File: src/rtl/txt_con_pkg.sv
// Package: shared types and the 16-entry colour map for the text console.
// Assumes 8-bit colour channels and 4-bit colour indices.
package txt_con_pkg;

    typedef struct packed {
        logic hs;
        logic vs;
        logic blank;
    } vtiming_t;

    localparam int IDX_W = 4;
    localparam int RGB_W = 24;

    // Expand one channel: the bright bit picks the high pair of levels.
    function automatic logic [7:0] chan_level(input logic on, input logic bright);
        logic [7:0] lvl;
        if (on) lvl = bright ? 8'hFF : 8'hAA;
        else    lvl = bright ? 8'h55 : 8'h00;
        return lvl;
    endfunction

    // Map a colour index to {R,G,B}.
    function automatic logic [RGB_W-1:0] idx_to_rgb(input logic [IDX_W-1:0] idx);
        return {chan_level(idx[2], idx[3]),
                chan_level(idx[1], idx[3]),
                chan_level(idx[0], idx[3])};
    endfunction

endpackage

File: src/rtl/vtiming_delay.sv
// Delay line for sync and blank.
// Tap k of the output array holds the input delayed k+1 cycles.
// Assumes DEPTH >= 1.
module vtiming_delay
    import txt_con_pkg::*;
#(
    parameter int DEPTH = 8
) (
    input  logic     clk,
    input  logic     rst_n,
    input  vtiming_t tim_i,
    output vtiming_t taps_o [DEPTH]
);

    vtiming_t stage_q [DEPTH];

    genvar k;
    generate
        for (k = 0; k < DEPTH; k++) begin : g_stage
            if (k == 0) begin : g_head
                // Capture the incoming timing word.
                always_ff @(posedge clk) begin
                    if (!rst_n) stage_q[0] <= '0;
                    else        stage_q[0] <= tim_i;
                end
            end else begin : g_body
                // Move the word one stage down the line.
                always_ff @(posedge clk) begin
                    if (!rst_n) stage_q[k] <= '0;
                    else        stage_q[k] <= stage_q[k-1];
                end
            end
            assign taps_o[k] = stage_q[k];
        end
    endgenerate

endmodule

File: src/rtl/cell_fetch.sv
// Address pipeline: turns a raster position into a cell address,
// then into a glyph address once the cell word returns.
// The attribute and the in-cell x offset are aligned with the glyph row.
// Assumes both memories have one cycle of synchronous read latency.
module cell_fetch #(
    parameter int X_W     = 11,
    parameter int Y_W     = 10,
    parameter int COLS    = 160,
    parameter int ROWS    = 45,
    parameter int GLYPH_W = 8,
    parameter int GLYPH_H = 16,
    parameter int CODE_W  = 8,
    parameter int ATTR_W  = 8,
    parameter int CELL_AW = 13
) (
    input  logic                          clk,
    input  logic                          rst_n,
    input  logic [X_W-1:0]                x_i,
    input  logic [Y_W-1:0]                y_i,
    output logic [CELL_AW-1:0]            cell_addr_o,
    input  logic [CODE_W+ATTR_W-1:0]      cell_data_i,
    output logic [CODE_W+$clog2(GLYPH_H)-1:0] font_addr_o,
    output logic [ATTR_W-1:0]             attr_o,
    output logic [$clog2(GLYPH_W)-1:0]    xoff_o
);

    localparam int GX_W  = $clog2(GLYPH_W);
    localparam int GY_W  = $clog2(GLYPH_H);
    localparam int CELLS = COLS * ROWS;

    logic [X_W-GX_W-1:0] col;
    logic [Y_W-GY_W-1:0] row;
    logic [GX_W-1:0]     xoff1_q, xoff2_q, xoff3_q, xoff4_q;
    logic [GY_W-1:0]     yrow1_q, yrow2_q;
    logic [ATTR_W-1:0]   attr3_q, attr4_q;

    assign col = x_i[X_W-1:GX_W];
    assign row = y_i[Y_W-1:GY_W];

    // Stage 1: register the cell address and the in-cell offsets.
    always_ff @(posedge clk) begin
        if (!rst_n) begin
            cell_addr_o <= '0;
            xoff1_q     <= '0;
            yrow1_q     <= '0;
        end else begin
            cell_addr_o <= CELL_AW'(int'(row) * COLS + int'(col));
            xoff1_q     <= x_i[GX_W-1:0];
            yrow1_q     <= y_i[GY_W-1:0];
        end
    end

    // Stage 2: wait while the cell memory reads.
    always_ff @(posedge clk) begin
        if (!rst_n) begin
            xoff2_q <= '0;
            yrow2_q <= '0;
        end else begin
            xoff2_q <= xoff1_q;
            yrow2_q <= yrow1_q;
        end
    end

    // Stage 3: form the glyph address and keep the attribute.
    always_ff @(posedge clk) begin
        if (!rst_n) begin
            font_addr_o <= '0;
            attr3_q     <= '0;
            xoff3_q     <= '0;
        end else begin
            font_addr_o <= {cell_data_i[CODE_W-1:0], yrow2_q};
            attr3_q     <= cell_data_i[CODE_W+ATTR_W-1:CODE_W];
            xoff3_q     <= xoff2_q;
        end
    end

    // Stage 4: wait while the glyph memory reads.
    always_ff @(posedge clk) begin
        if (!rst_n) begin
            attr4_q <= '0;
            xoff4_q <= '0;
        end else begin
            attr4_q <= attr3_q;
            xoff4_q <= xoff3_q;
        end
    end

    assign attr_o = attr4_q;
    assign xoff_o = xoff4_q;

    // a position inside the raster yields an address inside the cell array.
    p_cell_in_range_r2: assert property (@(posedge clk) disable iff (!rst_n)
        (int'(x_i) < COLS * GLYPH_W && int'(y_i) < ROWS * GLYPH_H)
        |=> (int'(cell_addr_o) < CELLS));

endmodule

File: src/rtl/glyph_shifter.sv
// Glyph row shift register with its cell attribute.
// At the first pixel of a cell it loads the fetched row and attribute.
// Otherwise it shifts left, so the MSB is always the current pixel.
// Assumes x steps by one per cycle from a cell boundary.
module glyph_shifter #(
    parameter int GLYPH_W = 8,
    parameter int ATTR_W  = 8
) (
    input  logic                       clk,
    input  logic                       rst_n,
    input  logic [GLYPH_W-1:0]         row_i,
    input  logic [ATTR_W-1:0]          attr_i,
    input  logic [$clog2(GLYPH_W)-1:0] xoff_i,
    output logic                       pix_on_o,
    output logic [ATTR_W/2-1:0]        fg_o,
    output logic [ATTR_W/2-1:0]        bg_o
);

    localparam int HALF = ATTR_W / 2;

    logic [GLYPH_W-1:0] bits_q;
    logic [ATTR_W-1:0]  attr_q;
    logic               load;

    assign load = (xoff_i == '0);

    // Load at a cell boundary, otherwise shift toward the MSB.
    always_ff @(posedge clk) begin
        if (!rst_n) begin
            bits_q <= '0;
            attr_q <= '0;
        end else if (load) begin
            bits_q <= row_i;
            attr_q <= attr_i;
        end else begin
            bits_q <= {bits_q[GLYPH_W-2:0], 1'b0};
        end
    end

    assign pix_on_o = bits_q[GLYPH_W-1];
    assign fg_o     = attr_q[HALF-1:0];
    assign bg_o     = attr_q[ATTR_W-1:HALF];

    // the attribute is stable over the pixels of one cell.
    p_attr_held_r5: assert property (@(posedge clk) disable iff (!rst_n)
        !load |=> $stable(attr_q));

endmodule

File: src/rtl/colour_out.sv
// Colour stage: maps the pixel bit to the foreground or background colour,
// forces black during blanking, then pads to the total latency.
// Assumes STAGES >= 1.
module colour_out
    import txt_con_pkg::*;
#(
    parameter int STAGES = 3
) (
    input  logic             clk,
    input  logic             rst_n,
    input  logic             pix_on_i,
    input  logic [IDX_W-1:0] fg_i,
    input  logic [IDX_W-1:0] bg_i,
    input  logic             dark_i,
    output logic [RGB_W-1:0] rgb_o
);

    logic [RGB_W-1:0] pipe_q [STAGES];
    logic [RGB_W-1:0] shade;

    // Select the index and expand it, unless the pixel is blanked.
    always_comb begin
        if (dark_i) shade = '0;
        else        shade = idx_to_rgb(pix_on_i ? fg_i : bg_i);
    end

    genvar k;
    generate
        for (k = 0; k < STAGES; k++) begin : g_pad
            if (k == 0) begin : g_first
                // Register the computed colour.
                always_ff @(posedge clk) begin
                    if (!rst_n) pipe_q[0] <= '0;
                    else        pipe_q[0] <= shade;
                end
            end else begin : g_rest
                // Carry the colour toward the output.
                always_ff @(posedge clk) begin
                    if (!rst_n) pipe_q[k] <= '0;
                    else        pipe_q[k] <= pipe_q[k-1];
                end
            end
        end
    endgenerate

    assign rgb_o = pipe_q[STAGES-1];

endmodule

File: src/rtl/text_console_gen.sv
// Text console pixel generator, top level.
// The sync and blank delay of LOOKAHEAD cycles matches the internal path:
// 4 cycles of address and memory pipeline, 1 shift register and
// LOOKAHEAD-5 colour registers.
// Assumes LOOKAHEAD >= 6 and memories with one cycle of read latency.
module text_console_gen
    import txt_con_pkg::*;
#(
    parameter int X_W       = 11,
    parameter int Y_W       = 10,
    parameter int COLS      = 160,
    parameter int ROWS      = 45,
    parameter int GLYPH_W   = 8,
    parameter int GLYPH_H   = 16,
    parameter int CODE_W    = 8,
    parameter int LOOKAHEAD = 8
) (
    input  logic                                clk,
    input  logic                                rst_n,
    input  logic [X_W-1:0]                      pix_x_i,
    input  logic [Y_W-1:0]                      pix_y_i,
    input  logic                                hsync_i,
    input  logic                                vsync_i,
    input  logic                                blank_i,
    output logic [$clog2(COLS*ROWS)-1:0]        cell_addr_o,
    input  logic [CODE_W+2*4-1:0]               cell_data_i,
    output logic [CODE_W+$clog2(GLYPH_H)-1:0]   font_addr_o,
    input  logic [GLYPH_W-1:0]                  font_data_i,
    output logic [23:0]                         rgb_o,
    output logic                                hsync_o,
    output logic                                vsync_o,
    output logic                                blank_o
);

    localparam int CELL_AW    = $clog2(COLS * ROWS);
    localparam int GX_W       = $clog2(GLYPH_W);
    localparam int GY_W       = $clog2(GLYPH_H);
    localparam int ATTR_W     = 2 * IDX_W;
    localparam int FETCH_LAT  = 4;
    localparam int SHIFT_TAP  = FETCH_LAT;
    localparam int OUT_STAGES = LOOKAHEAD - FETCH_LAT - 1;

    vtiming_t          tim_in;
    vtiming_t          taps [LOOKAHEAD];
    logic [ATTR_W-1:0] attr_al;
    logic [GX_W-1:0]   xoff_al;
    logic              pix_on;
    logic [IDX_W-1:0]  fg_idx, bg_idx;

    assign tim_in = '{hs: hsync_i, vs: vsync_i, blank: blank_i};

    vtiming_delay #(.DEPTH(LOOKAHEAD)) u_delay (
        .clk    (clk),
        .rst_n  (rst_n),
        .tim_i  (tim_in),
        .taps_o (taps)
    );

    cell_fetch #(
        .X_W     (X_W),
        .Y_W     (Y_W),
        .COLS    (COLS),
        .ROWS    (ROWS),
        .GLYPH_W (GLYPH_W),
        .GLYPH_H (GLYPH_H),
        .CODE_W  (CODE_W),
        .ATTR_W  (ATTR_W),
        .CELL_AW (CELL_AW)
    ) u_fetch (
        .clk         (clk),
        .rst_n       (rst_n),
        .x_i         (pix_x_i),
        .y_i         (pix_y_i),
        .cell_addr_o (cell_addr_o),
        .cell_data_i (cell_data_i),
        .font_addr_o (font_addr_o),
        .attr_o      (attr_al),
        .xoff_o      (xoff_al)
    );

    glyph_shifter #(
        .GLYPH_W (GLYPH_W),
        .ATTR_W  (ATTR_W)
    ) u_shift (
        .clk      (clk),
        .rst_n    (rst_n),
        .row_i    (font_data_i),
        .attr_i   (attr_al),
        .xoff_i   (xoff_al),
        .pix_on_o (pix_on),
        .fg_o     (fg_idx),
        .bg_o     (bg_idx)
    );

    colour_out #(.STAGES(OUT_STAGES)) u_colour (
        .clk      (clk),
        .rst_n    (rst_n),
        .pix_on_i (pix_on),
        .fg_i     (fg_idx),
        .bg_i     (bg_idx),
        .dark_i   (taps[SHIFT_TAP].blank),
        .rgb_o    (rgb_o)
    );

    assign hsync_o = taps[LOOKAHEAD-1].hs;
    assign vsync_o = taps[LOOKAHEAD-1].vs;
    assign blank_o = taps[LOOKAHEAD-1].blank;

    // the delayed blank and the colour path agree on dark pixels.
    p_blank_is_black_r7: assert property (@(posedge clk) disable iff (!rst_n)
        blank_o |-> (rgb_o == '0));

    // the glyph address carries the code returned on the previous edge.
    p_font_code_r3: assert property (@(posedge clk) disable iff (!rst_n)
        $past(rst_n) |-> (font_addr_o[CODE_W+GY_W-1:GY_W] == $past(cell_data_i[CODE_W-1:0])));

    // leaving reset, the outputs still hold their cleared values.
    p_reset_clear_r8: assert property (@(posedge clk) disable iff (!rst_n)
        $rose(rst_n) |-> (rgb_o == '0 && !hsync_o && !vsync_o && !blank_o && cell_addr_o == '0));

endmodule

File: config.mk
export PLATFORM = sky130hd
export DESIGN_NAME = text_console_gen
export DESIGN_NICKNAME = d
export VERILOG_FILES = /design/src/rtl/txt_con_pkg.sv /design/src/rtl/vtiming_delay.sv /design/src/rtl/cell_fetch.sv /design/src/rtl/glyph_shifter.sv /design/src/rtl/colour_out.sv /design/src/rtl/text_console_gen.sv
export SDC_FILE = /design/constraint.sdc
export NUM_CORES = 1
export LEC_CHECK = 0
export BUFFER_PORTS_ARGS = -buffer_cell sky130_fd_sc_hd__buf_2
export CORE_ASPECT_RATIO = 0.5
export CORE_MARGIN = 3
export CORE_UTILIZATION = 45
export DETAILED_ROUTE_END_ITERATION = 16
export PLACE_DENSITY = 0.7
export SETUP_SLACK_MARGIN = 0.15
export SLEW_MARGIN = 10
export SYNTH_ARGS = -nofsm -noshare
export SYNTH_HDL_FRONTEND = slang
export SYNTH_SLANG_ARGS = --single-unit
File: constraint.sdc
create_clock -name clk -period 4 [get_ports clk]
set_input_delay 0.8 -clock clk [delete_from_list [all_inputs] [get_ports clk]]
set_output_delay 0.8 -clock clk [all_outputs]
set_load 0.01 [all_outputs]
# Word level (Yosys, flattened, before mapping)
# Memory sizes are Yosys's and may differ from the RTL's.
# Cells that the tools add are included.
[op_classes] add_sub_neg=1 multipliers=1 n_mux=21 bitwise_logic=11 n_reduce_logical=2
[op_table] operator="24-bit two-way mux" count=4
[op_table] operator="8-bit two-way mux" count=4
[op_table] operator="3-bit two-way mux" count=8
[op_table] operator="7-bit two-way mux" count=2
[op_table] operator="13-bit by 9-bit adder with 13-bit output" count=1
[op_table] operator="1-bit OR" count=11
[op_table] operator="6-bit by 3-bit multiplier with 8-bit output (second input constant)" count=1
[op_table] operator="4-bit two-way mux" count=1
[op_table] operator="3-bit zero test" count=1
[op_table] operator="1-bit two-way mux" count=2
[op_table] operator="2-bit AND reduction" count=1
[word_totals] ff_bits=77 ram_bits=96 in_bits=50 mem_count=2
[memory_table] name="u_colour.pipe_q" depth=3 width=24 rd=3 rd_ports_with_merged_regs=0 write_ports=3 line_no="colour_out.sv:18" source="logic [RGB_W-1:0] pipe_q [STAGES];"
[memory_table] name="u_delay.stage_q" depth=8 width=3 rd=8 rd_ports_with_merged_regs=0 write_ports=8 line_no="vtiming_delay.sv:15" source="vtiming_t stage_q [DEPTH];"

# Logic depth before layout (Yosys ltp)
[logic_depth] depth_word=5 ltp_mapped=7 mapped_depth_nobuf=7

# By module
# Synthesis repeated with hierarchy kept, for this count alone.
[hier_totals] cells_unflattened=336 hier_area_um2=3826.2
[modules_own_cells] module="cell_fetch" n_inst=1 cells_each=169 area_per_inst_um2=1990.7 seq_area_each_um2=1221.2
[modules_own_cells] module="vtiming_delay" n_inst=1 cells_each=50 area_per_inst_um2=675.6 seq_area_each_um2=480.5
[modules_own_cells] module="glyph_shifter" n_inst=1 cells_each=67 area_per_inst_um2=638.1 seq_area_each_um2=320.3
[modules_own_cells] module="colour_out" n_inst=1 cells_each=50 area_per_inst_um2=521.8 seq_area_each_um2=240.2

# Worst setup path after synthesis
# Ideal clock, no wire load.
[synth_path] path_type="in2reg" from="in pix_y_i[5]" to="reg u_fetch.cell_addr_o[12]" setup_time_ns=0.121 arrival_ns=2.623 required_time_ns=3.879 slack_ns=1.256 path_stages=7 n_path_buf=0 cell_sequence="ha_1 -> ha_1 -> fa_1 -> and3_4 -> or3_1 -> and3_1 -> mux2_4"
[synth_via] elab_chain_len=2
[synth_rtl] item="from (decl)" line_no="text_console_gen.sv:21" source="input logic [Y_W-1:0] pix_y_i,"
[synth_rtl] item="6-bit by 3-bit multiplier with 8-bit output" line_no="cell_fetch.sv:47" source="cell_addr_o <= CELL_AW'(int'(row) * COLS + int'(col));"
[synth_rtl] item="13-bit by 9-bit adder with 13-bit output" line_no="cell_fetch.sv:47"
[synth_rtl] item="to (signal assigned)" line_no="cell_fetch.sv:47"
[synth_rtl] item="to (decl)" line_no="cell_fetch.sv:20" source="output logic [CELL_AW-1:0] cell_addr_o,"
# Every way passes these cells.
# A chain may end at the register's enable or synchronous reset.

# Worst setup path after layout
# Ends and elaborated chain as after synthesis.

==> impl_results.md <==
* Most common cell after layout, fill and taps aside: dfxtp_1
* Starting Density at 48.35%
* Post-synthesis cell type with the largest combined area: dfxtp_1
* Number of instances in the synthesized netlist at 340
* Final Slew Violations at 0
* Clock Tree Root: clkbuf_16
* Achievable Freq at 385.7 MHz
* Pre-antenna DRT Iters at 4
* Most used cell, CP: ha_1
* Maximum clock skew at final layout at 0.006167 ns
* Overall power consumption at 2.858 mW
* Placement row count at 22
* Number of DRC violations after detailed-routing iteration 0 at 80
* CTS clock-pin slew for the worst setup and hold paths at 0.05 ns
* H-tree Lvls at 4
* Final hold violation count at 0
* Core ar. at 7652 um^2
* Main area contributors after synthesis: dfxtp_1 61%, and2_1 15%, buf_4 4.1%, ha_1 3.7%, nand2_1 3.0%
* Slew HR at 55.64%
* Antenna Violating Nets Remaining at 0
* Final count of negative-setup-slack endpoints at 0
* Max Cap Violations at 0
* Residual DRC at 0
* Sum of negative setup slack at 0 ns
* Initial antenna violation count at 0
* Final critical path time including I/O delays and setup at 2.593 ns
* Pin count of the biggest net entering global routing at 76
* Combinational share of power at 6.0%
* Clock Tree Buf Depth at 2
* Antenna Diode Count at 0
* Critical Path Source Type: primary input
* Clock insertion delay at the later pin of the skew report at 0.39 ns
* Result of the run: complete, no violations
* Number of global-route vias before repair at 2199
* Die Width at 134.2 um
* Actual transition at the worst max-transition pin at 0.6646 ns
* Post-CTS setup repair buffer count at 0
* Data required time of the worst path at 4.27 ns
* Routability congestion estimate from global placement at 0.7305
* Post-Syn Area per Cell at 10.88 um^2
* Overflow left after global routing at 0
* Setup repair after global routing missed its margin: false
* Detail-routed via count per cell at 4.332
* Critical path, cell by cell: buf_2 > ha_1 > ha_1 > fa_1 > and3_4 > or3_1 > and3_1 > mux2_4
* Synth Cell Area at 3700 um^2
* Post-synthesis register bit count at 113
* Switching pwr at 0.5436 mW
* Sort of element at the end of the critical path: flop
* Wire length of the first global-routing pass at 9487 um
* Final net count at 489
* Area share of the largest cell type after synthesis at 61.14%
* Clock tree from TritonCTS: yes
* Number of sinks handled by clock tree synthesis at 113
* Net count of the mapped netlist at 403
* Hold_buf cts at 0
* Cts bufs inserted at 17
* Post_cts resized at 0
* Leading cell types in the layout, fill and taps excluded: 113 x dfxtp_1, 101 x buf_2, 87 x and2_1
* Synth-to-Final Area Change at 28.34%
* Cell internal pwr at 2.315 mW
* Sw Ratio at 19.02%
* Kind of critical path: primary input to flop
* Sequential share of power at 41.6%
* Buffers and inverters on the worst path at 1
* GRT Util Overall at 12.93%
* Standby leakage power at 2.285 nW
* Wirelength, routed at 5720 um
* Share of synthesized area occupied by flip-flops and latches at 61.14%
* Count of different cell masters after synthesis at 30
* Vert. Die Dim at 70.12 um
* IO Count at 102
* Delay of the slowest cell on the worst path at 0.40 ns
* Total power density per cell area at 601.9 nW/um^2
* Vias at 2361
* Routed length per instance at 10.50 um
* Worst path slowest cell: fa_1
* Top fanout value on the critical path at 3
* Detailed placer's ending HPWL at 3806 um
* Peak supply drop at 0.3677 mV
* Total of warnings raised by yosys at 0
* Class of the most critical hold timing path: flop to flop
* Worst path arrival time at 2.87 ns
* Count of buffers from port buffering at 101
* Clock power frac at 52.4%
* Final critical-path share of the clock period at 64.81%
* Die outline area at 9412 um^2
* Layout cells sized above 1 at 30.66%
* Kind of cell adding the most delay to the critical path: adder cells
[per-layer routing]
| layer | vias up | wire length [um] | part of all wire (%) | track usage, % |
|---|---|---|---|---|
| li1 | 1231 | - | - | - |
| met1 | 1041 | 2684 | 47 | 14.99 |
| met2 | 85 | 2568 | 45 | 19.58 |
| met3 | 4 | 430 | 7.5 | 5.971 |
| met4 | 0 | 36 | 0.63 | 7.788 |
| met5 | - | 0 | 0 | 0 |
[cell type report]
class                           count  area [um^2]
Sequential cell                   113         2262
Fill cell                         644         2904
Inverter                            4        15.01
Clock buffer                       25        505.5
Clock inverter                      5        100.1
Tap cell                          108        135.1
Multi-Input combinational cell    187         1210
Timing Repair Buffer              103        520.5
[metrics by stage]
step,instances,setup WS (ns),utilization [%],area [um^2],hold WS [ns]
3_5_place_dp,515,1.053,54.14,4143,0.4169
3_3_place_gp,515,1.086,54.14,4143,0.4138
5_1_grt,545,1.382,62.05,4748,0.4392
2_1_floorplan,340,1.256,-,3700,0.4119
4_1_cts,545,1.448,62.05,4748,0.4276
6_report,545,1.408,62.05,4748,0.4266
[cell usage after synthesis]
cell type / count
o21ai_0: 3
or3_1: 3
a31oi_1: 1
xor3_1: 1
buf_2: 2
xnor2_1: 1
ha_1: 11
nor2b_1: 2
a21o_2: 1
xor2_1: 2
mux2i_1: 4
dfxtp_1: 113
nand4_1: 1
and3_2: 1
and3_4: 1
nand2b_1: 1
o2111ai_1: 1
nor2_1: 8
mux2_4: 1
buf_4: 20
clkbuf_1: 14
inv_1: 4
a21oi_1: 16
and2_1: 87
a211oi_1: 1
nand2_1: 30
nor3_1: 2
a21o_1: 3
and3_1: 3
fa_1: 2
[logic make-up after synthesis]
kind of cell    after synthesis  share of synthesized area (%)
simple gates                139                          21.04
flops                       113                          61.14
buf+inv                      40                          6.155
compound gates               26                          4.025
fa+ha+maj                    13                          4.802
mux                           5                          1.488
xor+xnor                      4                          1.353
[flip-flops by register name, indices dropped and copies added (netlist names), 8 cells and up]
name	count
u_fetch.cell_addr_o	13
u_fetch.font_addr_o	12
u_delay.stage_q	24
u_colour.pipe_q	12
u_shift.attr_q	8
u_fetch.attr_o	8
u_fetch.attr3_q	8
u_shift.bits_q	8
[power groups by stage]
stage          Clock (mW)  Sequential, mW  Combinational (mW)
3_3_place_gp            0            1.21               0.169
6_report             1.50            1.19               0.170
2_1_floorplan           0            1.22               0.101
4_1_cts              1.54            1.19               0.174
3_5_place_dp            0            1.21               0.173
5_1_grt              1.59            1.19               0.193
[path summary, 6_finish.rpt]
kind                                    startpoint                      end  slack, ns  depth (start not counted)
worst min-delay path            u_fetch.yrow1_q[1]       u_fetch.yrow2_q[1]       0.43                          1
worst min register to register  u_fetch.yrow1_q[1]       u_fetch.yrow2_q[1]       0.43                          1
worst max-delay path                    pix_y_i[5]  u_fetch.cell_addr_o[12]       1.41                          8
worst max register to register   u_fetch.xoff_o[1]        u_shift.bits_q[4]       2.71                          3
Note: power is estimated with default switching activity, not from simulation.
